===== src/rtl/pdmfe_pkg.sv =====
package pdmfe_pkg;

  localparam int unsigned CH_NUM = 10;
  localparam int unsigned DIV_W  = 4;
  localparam int unsigned DLY_W  = 4;

  // Source of the bit clock chosen at a period boundary
  typedef enum logic {
    SRC_DIV  = 1'b0,
    SRC_PASS = 1'b1
  } clk_src_e;

endpackage


===== src/rtl/pdmfe_rst_sync.sv =====
module pdmfe_rst_sync (
  input  logic clk,
  input  logic arst_n,
  output logic rst_n_out
);

  logic [1:0] stage_q;

  always_ff @(posedge clk or negedge arst_n) begin
    if (!arst_n) begin
      stage_q <= 2'b00;
    end else begin
      stage_q <= {stage_q[0], 1'b1};
    end
  end

  assign rst_n_out = stage_q[1];

endmodule


===== src/rtl/pdmfe_clkgen.sv =====
module pdmfe_clkgen
  import pdmfe_pkg::*;
#(
  parameter int unsigned DIV_W = pdmfe_pkg::DIV_W
) (
  input  logic             clk,
  input  logic             rst_n,
  input  logic             soft_clr,
  input  logic             run,
  input  logic             byp_req,
  input  logic [DIV_W-1:0] div_code,
  output logic             lvl,
  output logic [DIV_W-1:0] phase_cnt,
  output logic [DIV_W-1:0] half_m1,
  output clk_src_e         src_sel
);

  logic             lvl_n;
  logic [DIV_W-1:0] cnt_n;
  logic [DIV_W-1:0] hm1_n;
  clk_src_e         sel_n;
  logic [DIV_W-1:0] req_hm1;
  clk_src_e         req_sel;
  logic             phase_end;

  // Requested settings; the ratio never drops below 4
  always_comb begin
    req_hm1   = (div_code == '0) ? DIV_W'(1) : div_code;
    req_sel   = byp_req ? SRC_PASS : SRC_DIV;
    phase_end = (phase_cnt == half_m1);
  end

  always_comb begin
    lvl_n = lvl;
    cnt_n = phase_cnt;
    hm1_n = half_m1;
    sel_n = src_sel;
    if (soft_clr || !run) begin
      lvl_n = 1'b0;
      cnt_n = '0;
      hm1_n = req_hm1;
      sel_n = req_sel;
    end else if (src_sel == SRC_PASS) begin
      // every source cycle is a boundary in pass-through
      lvl_n = 1'b0;
      cnt_n = '0;
      hm1_n = req_hm1;
      sel_n = req_sel;
    end else if (phase_end) begin
      cnt_n = '0;
      if (lvl) begin
        lvl_n = 1'b0;
      end else begin
        // end of low phase: period boundary, settings may change here
        hm1_n = req_hm1;
        sel_n = req_sel;
        lvl_n = (req_sel == SRC_DIV);
      end
    end else begin
      cnt_n = phase_cnt + 1'b1;
    end
  end

  always_ff @(posedge clk or negedge rst_n) begin
    if (!rst_n) begin
      lvl       <= 1'b0;
      phase_cnt <= '0;
      half_m1   <= DIV_W'(1);
      src_sel   <= SRC_DIV;
    end else begin
      lvl       <= lvl_n;
      phase_cnt <= cnt_n;
      half_m1   <= hm1_n;
      src_sel   <= sel_n;
    end
  end

endmodule


===== src/rtl/pdmfe_chan.sv =====
module pdmfe_chan (
  input  logic clk,
  input  logic rst_n,
  input  logic soft_clr,
  input  logic din,
  input  logic take,
  output logic bit_q,
  output logic valid_q
);

  logic [1:0] sync_q;
  logic [1:0] sync_n;
  logic       bit_n;
  logic       valid_n;

  always_comb begin
    sync_n  = {sync_q[0], din};
    bit_n   = bit_q;
    valid_n = take;
    if (take) begin
      bit_n = sync_q[1];
    end
    if (soft_clr) begin
      sync_n  = 2'b00;
      bit_n   = 1'b0;
      valid_n = 1'b0;
    end
  end

  always_ff @(posedge clk or negedge rst_n) begin
    if (!rst_n) begin
      sync_q  <= 2'b00;
      bit_q   <= 1'b0;
      valid_q <= 1'b0;
    end else begin
      sync_q  <= sync_n;
      bit_q   <= bit_n;
      valid_q <= valid_n;
    end
  end

endmodule


===== src/rtl/pdm_frontend.sv =====
module pdm_frontend
  import pdmfe_pkg::*;
#(
  parameter int unsigned NUM_CH = pdmfe_pkg::CH_NUM,
  parameter int unsigned DIV_W  = pdmfe_pkg::DIV_W,
  parameter int unsigned DLY_W  = pdmfe_pkg::DLY_W
) (
  input  logic              clk_src,
  input  logic              rst_n,
  input  logic              soft_rst,
  input  logic              run_en,
  input  logic [DIV_W-1:0]  div_code,
  input  logic              div_bypass,
  input  logic              clk_oe,
  input  logic [DLY_W-1:0]  capt_dly,
  input  logic [NUM_CH-1:0] ch_en,
  input  logic [NUM_CH-1:0] ch_pol,
  input  logic [NUM_CH-1:0] pdm_din,
  output logic              pdm_clk_out,
  output logic [NUM_CH-1:0] cap_bit,
  output logic [NUM_CH-1:0] cap_valid
);

  localparam int unsigned CMP_W = (DIV_W > DLY_W) ? DIV_W : DLY_W;

  logic             rst_int_n;
  logic             clk_lvl;
  logic [DIV_W-1:0] phase_cnt;
  logic [DIV_W-1:0] half_m1;
  clk_src_e         src_sel;
  logic             pass_mode;
  logic [CMP_W-1:0] dly_x;
  logic [CMP_W-1:0] hm1_x;
  logic [CMP_W-1:0] dly_eff;
  logic             phase_hit;
  logic [NUM_CH-1:0] take;

  pdmfe_rst_sync u_rst (
    .clk       (clk_src),
    .arst_n    (rst_n),
    .rst_n_out (rst_int_n)
  );

  pdmfe_clkgen #(.DIV_W(DIV_W)) u_clkgen (
    .clk       (clk_src),
    .rst_n     (rst_int_n),
    .soft_clr  (soft_rst),
    .run       (run_en),
    .byp_req   (div_bypass),
    .div_code  (div_code),
    .lvl       (clk_lvl),
    .phase_cnt (phase_cnt),
    .half_m1   (half_m1),
    .src_sel   (src_sel)
  );

  // Sampling position, clamped to the last cycle of a phase
  always_comb begin
    pass_mode = (src_sel == SRC_PASS);
    dly_x     = CMP_W'(capt_dly);
    hm1_x     = CMP_W'(half_m1);
    dly_eff   = (dly_x > hm1_x) ? hm1_x : dly_x;
    phase_hit = (CMP_W'(phase_cnt) == dly_eff);
  end

  for (genvar g = 0; g < NUM_CH; g++) begin : g_ch
    assign take[g] = run_en & ch_en[g] &
                     (pass_mode | (phase_hit & (clk_lvl == ch_pol[g])));

    pdmfe_chan u_chan (
      .clk      (clk_src),
      .rst_n    (rst_int_n),
      .soft_clr (soft_rst),
      .din      (pdm_din[g]),
      .take     (take[g]),
      .bit_q    (cap_bit[g]),
      .valid_q  (cap_valid[g])
    );
  end

  assign pdm_clk_out = clk_oe & run_en & (pass_mode ? clk_src : clk_lvl);

endmodule


===== config.mk =====
export PLATFORM = sky130hd
export DESIGN_NAME = pdm_frontend
export DESIGN_NICKNAME = d
export VERILOG_FILES = /design/src/rtl/pdmfe_pkg.sv /design/src/rtl/pdmfe_rst_sync.sv /design/src/rtl/pdmfe_clkgen.sv /design/src/rtl/pdmfe_chan.sv /design/src/rtl/pdm_frontend.sv
export SDC_FILE = /design/constraint.sdc
export NUM_CORES = 1
export LEC_CHECK = 0
export ABC_CLOCK_PERIOD_IN_PS = 1550
export BUFFER_PORTS_ARGS = -buffer_cell sky130_fd_sc_hd__buf_4
export CORE_ASPECT_RATIO = 0.75
export CORE_MARGIN = 3
export CORE_UTILIZATION = 25
export DETAILED_ROUTE_END_ITERATION = 10
export GPL_ROUTABILITY_DRIVEN = 0
export SYNTH_ARGS = -nofsm -noshare
export SYNTH_HDL_FRONTEND = slang
export SYNTH_SLANG_ARGS = --single-unit

===== constraint.sdc =====
create_clock -name clk_src -period 1.55 [get_ports clk_src]
set_clock_uncertainty 0.15 [all_clocks]
set_input_delay 0.31 -clock clk_src [delete_from_list [all_inputs] [get_ports clk_src]]
set_output_delay 0.31 -clock clk_src [all_outputs]
set_load 0.01 [all_outputs]

-- After elaboration in Yosys (flattened, before gate mapping)
Index checks and enable logic that the tools add are counted.
- $add $sub $neg: 1
- $lt $le $gt $ge: 1
- equality and inequality tests: 13
- multiplexer cells: 59
- bitwise operators: 43
- reductions and logical operators: 15
- operators with widths (operator ; number):
    1-bit 2-to-1 mux ; 40
    4-bit 2-to-1 mux ; 9
    1-bit bitwise AND ; 32
    2-bit 2-to-1 mux ; 10
    2-bit nonzero test ; 10
    1-bit == test ; 10
    1-bit OR ; 10
    4-bit == test ; 2
    4-bit by 1-bit adder with 4-bit output (second input constant) ; 1
    4-bit > comparator ; 1
    4-bit zero test ; 1
    3-bit inequality test (second input constant) ; 1
    3-bit nonzero test ; 1
    2-bit AND reduction ; 1
    1-bit zero test ; 1
    1-bit logical OR ; 1
    1-bit NOT ; 1
- flip-flop bits (word level): 52
- output and inout port bits: 21

-- Logic depth before layout (Yosys ltp)
Gate-level depths: netlist of the first run.
- depth after elaboration: 8
- gate-level depth with buffers: 8
- mapped depth without buffers: 7

-- By module
Synthesis of the first run repeated with hierarchy kept, for this count alone.
- cells, all modules: 209
- area, all modules: 2408.6 um^2
- modules (own cells, without submodules) (module ; times used ; cells an instance ; area an instance (um^2) ; sequential area each (um^2)):
    pdmfe_chan ; 10 ; 9 ; 132.6 ; 100.1
    pdm_frontend ; 1 ; 79 ; 564.3 ; 0.0
    pdmfe_clkgen ; 1 ; 37 ; 464.2 ; 251.5
    pdmfe_rst_sync ; 1 ; 3 ; 53.8 ; 50.0

==> flow_summary.toml, run 1 <==
[worst_setup_path]
startpoint_type = "flip-flop"
crit_fanout = 10
worst-setup-path-type = "flip-flop to flip-flop"
arrival_ns = 2.23
endpoint_kind = "flip-flop"
cp.required_ns = 1.72

[timing]
post-route-period-util = 1.329
finalHoldViolCount = 0
rsz0062_at_grt = "yes"
setup_violations = 31
max_clock_freq_ghz = 0.4853
setup_slack_ns = -0.5105
slew_viol_final = 0
post-route-min-period_ns = 2.060

[yosys]
async_flop_share = 1.000
ys_seq_area_frac = 0.4969
syn-instance-count = 237
ys_ff_latch = 52
synth_edf_count = 0
yosysUniqueCellTypes = 36
synth_top_area_frac = 0.4869
synth_common_cells = "51 x dfrtp_1, 20 x buf_4, 20 x nand2b_1, 20 x nor2b_1, 19 x xnor2_1"
synth_ff_type = "dfrtp_1"
synth.most_common_cell = "dfrtp_1"
synth_area_um2 = 2621
synth_largest_area_cell = "dfrtp_1"
ys_top_cells_by_area = "dfrtp_1 49%, xnor2_1 6.3%, buf_4 5.7%"
postSynthAreaPerCell_um2 = 11.06
synth_fp_nets = 286
yosys_warnings = 0

[cells_and_area]
stdcell_area_um2 = 4056
drive_gt1_frac = 0.4850
diodes = 0
regArea_um2 = 1305
nFillCells = 971
areaGrowthSynthToFinish_pct = 54.75
multi_input_area_um2 = 1338
fin_cells = 466
final_nets = 382

[power]
power_w = 0.003768
total_leakage_power_nw = 1.914
power_density_nw_per_um2 = 928.9
vdd_ir_drop_max_mv = 0.4763

[floorplanning]
core_um2 = 9930
die_width_um = 124.2
dieArea_um2 = 11760
pin_count = 65
initial_core_util = 0.2640
die_y_um = 94.68
core.rowCount = 31

[hold_path]
hold_path.class = "input pin to flip-flop"

[routing]
wl_per_cell_um = 14.42
dr.pass1.iters = 4
via_per_inst = 4.127
drc = 0
drt-initial-drc-count = 69
drt-total-wl_um = 6721
drtAntennaViolNets = 0
vias = 1923

[job]
maxCapViolations = 0

[placed_design]
pre_cts_ws_ns = -0.4955
dp_cells = 432
numPortBuffers = 64
dpl.hpwl_um = 4566
dpl_cell_area_um2 = 3483

[outcome]
violations = "negative setup slack"
outcome = "finished with violations"

[global_routing]
grt_pass1_vias = 2132
grt_util_met3 = 0.06388
grt-ovfl-total = 0
use_met1 = 0.1445
antenna_found_initial = 0
grt_pass1_wl_um = 10750
groute.usage.overall = 0.1189
grt_max_degree = 51
grt-busiest-layer = "met2"
gr-usage-met2 = 0.1830

[clock_network]
cts_tree = "done"
clk-insertion-delay-late_ns = 0.40
clk_pin_slew_worst_paths_ns = 0.07
-- final cells by class --
cell class,instances,area share
multi-input cells,150,0.3297
flip-flops and latches,52,0.3217
repair buffers,117,0.2477
clock buffers,8,0.04503
well taps,132,0.04072
clock inverters,3,0.01141
inverters,4,0.003701
-- cell usage in the layout (no fill, tap or decap), types with 2 or more instances in the layout --
cell type,count
a21oi_1,2
nor2b_1,20
and3_2,9
dfrtp_2,2
buf_4,94
and3_1,11
ha_4,3
xnor2_4,2
ha_1,2
inv_2,3
buf_12,4
clkbuf_16,7
mux2i_1,11
dfrtp_1,49
nand2_1,5
buf_6,7
o21ai_1,3
nor2_1,12
a31oi_4,10
dlygate4sd3_1,12
xnor2_1,17
nor2_2,4
nand2b_1,20
-- cells by family (layout without fill, tap and decap cells) --
| family | Yosys count | count (layout) | share of synthesized area |
|---|---|---|---|
| DFF | 52 | 52 | 0.4969 |
| and+or+nand+nor | 93 | 93 | 0.2096 |
| xor gates and xnor gates | 20 | 20 | 0.06683 |
| AOI/OAI and AO/OA | 20 | 20 | 0.07685 |
| buffers and inverters | 35 | 132 | 0.08257 |
| other | 1 | 1 | 0.001431 |
| adders and majority gates | 5 | 5 | 0.02387 |
| muxes | 11 | 11 | 0.04201 |
-- report_power, final --
group	leakage [nW]	internal (W)	switching, W
sequential	0.687	0.00141	0.0000241
combinational	1.11	0.000429	0.000352
clock	0.117	0.000997	0.000554
-- sequential cells by signal (all words and copies together) (netlist names) --
| signal | flops |
|---|---|
| u_clkgen.half_m1 | 4 |
| g_ch.u_chan.bit_q | 10 |
| g_ch.u_chan.sync_q | 20 |
| u_clkgen.lvl | 1 |
| u_clkgen.phase_cnt | 4 |
| u_rst.stage_q | 2 |
| u_clkgen.src_sel | 1 |
| g_ch.u_chan.valid_q | 10 |
-- metrics by stage --
stage,hold WS [ns],setup TNS (ns),utilization
after floorplan,-0.1356,-7.696,-
after global routing,0.01303,-12.85,0.4085
after detailed placement,-0.05595,-9.640,0.3508
final,0.004211,-10.79,0.4085
after global placement,-0.05738,-9.090,0.3508
after CTS,0.005304,-11.02,0.4037
-- worst max-delay path, stage by stage, from the launching register on --
cell	delay [ns]
dfrtp_1	0.39
inv_2	0.10
ha_4	0.22
and2b_2	0.20
o2111ai_4	0.22
nand3_4	0.10
buf_12	0.17
a31oi_4	0.18
mux2i_1	0.23
-- per-layer routing --
metal  share of wire  routed length [um]  vias up
li1                -                   -      955
met1            0.47                3150      900
met2            0.45                2995       61
met3           0.075                 504        7
met4           0.010                  70        0
met5               0                   0        -
-- worst paths after layout --
check                                           startpoint                            endpoint  slack, ns  depth (start not counted)
hold / removal                                  pdm_din[3]  g_ch[3].u_chan.sync_q[0]$_DFF_PN0_      0.004                          2
hold reg to reg                 u_rst.stage_q[1]$_DFF_PN0_     u_clkgen.phase_cnt[1]$_DFF_PN0_       0.09                          1
setup / recovery           u_clkgen.half_m1[1]$_DFFE_PN0P_    g_ch[0].u_chan.bit_q$_DFFE_PN0P_      -0.51                          8
min in group asynchronous                            rst_n          u_rst.stage_q[1]$_DFF_PN0_       0.07                          2
max in group asynchronous       u_rst.stage_q[1]$_DFF_PN0_     u_clkgen.half_m1[0]$_DFFE_PN1P_       0.87                          1
setup reg to reg           u_clkgen.half_m1[1]$_DFFE_PN0P_    g_ch[0].u_chan.bit_q$_DFFE_PN0P_      -0.51                          8
-- repair_timing --
| action | 4_1_cts | 5_1_grt |
|---|---|---|
| setup buffers | 9 | 4 |
| pin swaps | 17 | 8 |
| setup endpoints to repair | 27 | 31 |
| gates resized for setup | 26 | 12 |
| endpoints found under the hold margin | 13 | 0 |
| hold buffers | 12 | 0 |
| cloned | 2 | 0 |
Power figures use the tool's default switching activity.
==> run 2: changes to the inputs <==
--- a/config.mk
+++ b/config.mk
@@ -10,8 +10,10 @@
 export CORE_ASPECT_RATIO = 0.75
 export CORE_MARGIN = 3
 export CORE_UTILIZATION = 25
+export CTS_CLUSTER_DIAMETER = 30
 export DETAILED_ROUTE_END_ITERATION = 10
 export GPL_ROUTABILITY_DRIVEN = 0
+export GPL_TIMING_DRIVEN = 0
 export SYNTH_ARGS = -nofsm -noshare
 export SYNTH_HDL_FRONTEND = slang
 export SYNTH_SLANG_ARGS = --single-unit
==> run 2 against run 1 <==
Compared with the run above:
- the run still ends with negative setup slack left
- first-iteration DRC count shrank 10%
- die area is the same
- combinational power shrank 10%
- maximum frequency shrank 3.0%
- core utilization shrank 0.68 points
- cell count grew 0.86%
- sequential cell count is the same
- register-to-register slack lost 0.06 ns
- worst hold slack gained 0.020 ns
- sequential power is essentially flat
- critical endpoint is now g_ch[6].u_chan.bit_q$_DFFE_PN0P_
- highest routed layer unchanged
==> flow_summary.toml, run 2 (synthesis gave the netlist of run 1 again) <==
[placed_design]
numPortBuffers = 64
pre_cts_ws_ns = -0.6908
dp_cells = 433
dpl.hpwl_um = 4614
dpl_cell_area_um2 = 3406

[routing]
drc = 0
drt-total-wl_um = 6635
dr.pass1.iters = 4
via_per_inst = 4.189
drtAntennaViolNets = 0
wl_per_cell_um = 14.12
vias = 1969
drt-initial-drc-count = 62

[timing]
slew_viol_final = 0
hold_slack_ns = 0.02436
finalHoldViolCount = 0
setup_violations = 31
max_clock_freq_ghz = 0.4709
worst_pin_slew_ns = 0.6467
rsz0062_at_grt = "yes"
post-route-min-period_ns = 2.123
post-route-period-util = 1.370
slew_headroom = 0.5669
setup_slack_ns = -0.5735

[cells_and_area]
regArea_um2 = 1308
fin_cells = 470
final_nets = 386
final_common_cell = "buf_4"
final_cell_mix = "92 x buf_4, 49 x dfrtp_1, 20 x nor2b_1, 20 x nand2b_1, 18 x xnor2_1"
largest_reg_flops = 20
stdcell_area_um2 = 3989
nFillCells = 981
diodes = 0
top_register = "g_ch.u_chan.sync_q"
multi_input_area_um2 = 1314
largest_registers = "g_ch.u_chan.sync_q (20), g_ch.u_chan.bit_q (10), g_ch.u_chan.valid_q (10)"
drive_gt1_frac = 0.4438
areaGrowthSynthToFinish_pct = 52.17

[worst_setup_path]
arrival_ns = 2.29
critPathMaxStageDelay_ns = 0.57
cp.required_ns = 1.71
startpoint_type = "flip-flop"
path_cells = "ha_4, a41o_4, a21bo_4, buf_12, a31oi_4, mux2i_1"
worst-setup-path-type = "flip-flop to flip-flop"
crit_buf_inv = 1
critical-path-slowest-cell = "dfstp_2"
endpoint_kind = "flip-flop"
crit_family = "compound AO/OA/AOI/OAI gates"
crit_fanout = 5

[floorplanning]
core_um2 = 9930
core.rowCount = 31
dieArea_um2 = 11760
pin_count = 65
die_y_um = 94.68
die_width_um = 124.2
initial_core_util = 0.2640

[power]
power_density_nw_per_um2 = 895.4
vdd_ir_drop_max_mv = 0.4000
power_w = 0.003572
total_leakage_power_nw = 1.888

[clock_network]
clk_pin_slew_worst_paths_ns = 0.07
cts_tree = "done"
clk-insertion-delay-late_ns = 0.40

[hold_path]
hold_path.class = "input pin to flip-flop"

[global_routing]
groute.usage.overall = 0.1203
grt_pass1_vias = 2144
grt_pass1_wl_um = 10920
antenna_found_initial = 0
grt_max_degree = 51
grt-ovfl-total = 0

[outcome]
violations = "negative setup slack"
outcome = "finished with violations"

[job]
maxCapViolations = 0
run 2: metal layers:
layer | GRT usage | vias to the layer above | routed length [um]
met5 | 0 | - | 0
met4 | 0.04653 | 0 | 103
met3 | 0.04862 | 10 | 490
met2 | 0.1857 | 66 | 2912
met1 | 0.1519 | 929 | 3129
li1 | - | 964 | -
run 2: repair_timing:
| action | 4_1_cts | 5_1_grt |
|---|---|---|
| resized for setup | 20 | 8 |
| hold buffers | 15 | 0 |
| endpoints found under the setup margin | 27 | 84 |
| endpoints found under the hold margin | 16 | 0 |
| pin swaps | 13 | 8 |
| setup buffers | 11 | 2 |
| gates cloned | 2 | 0 |
run 2: layout make-up:
cell class,instances,area share
clock inverters,1,0.001882
well taps,132,0.04141
inverters,4,0.003764
repair buffers,92,0.1926
clock buffers,10,0.05019
plain buffers,28,0.05301
multi-input cells,151,0.3294
flip-flops and latches,52,0.3278
run 2: per-stage QoR:
step                      TNS, ns  utilization
final                      -12.43       0.4017
after global routing       -15.20       0.4017
after CTS                  -11.75       0.3993
after detailed placement   -13.16       0.3430
after global placement     -12.25       0.3430
after floorplan            -7.696            -
run 2: final timing paths:
kind / endpoint / slack (ns) / start / depth (start not counted)
hold / removal: u_clkgen.half_m1[0]$_DFFE_PN1P_ / 0.02 / div_code[0] / 3
max in group asynchronous: u_clkgen.lvl$_DFFE_PN0P_ / 0.58 / u_rst.stage_q[1]$_DFF_PN0_ / 0
min in group asynchronous: u_rst.stage_q[1]$_DFF_PN0_ / 0.06 / rst_n / 2
hold reg to reg: u_rst.stage_q[1]$_DFF_PN0_ / 0.20 / u_rst.stage_q[0]$_DFF_PN0_ / 0
setup / recovery: g_ch[6].u_chan.bit_q$_DFFE_PN0P_ / -0.57 / u_clkgen.half_m1[0]$_DFFE_PN1P_ / 6
setup reg to reg: g_ch[6].u_chan.bit_q$_DFFE_PN0P_ / -0.57 / u_clkgen.half_m1[0]$_DFFE_PN1P_ / 6
run 2: report_power, final:
group	switching (W)	leakage (nW)	internal [W]
logic	0.000314	1.09	0.000390
clock network	0.000533	0.107	0.000874
registers	0.0000491	0.687	0.00141
total	0.000896	1.89	0.00268
run 2: tightest hold or removal path: cells and delay by family:
family,cells,cell delay [ns]
buffers and inverters,1,0.08
AND/OR/NAND/NOR,1,0.04
AO/OA/AOI/OAI,1,0.11
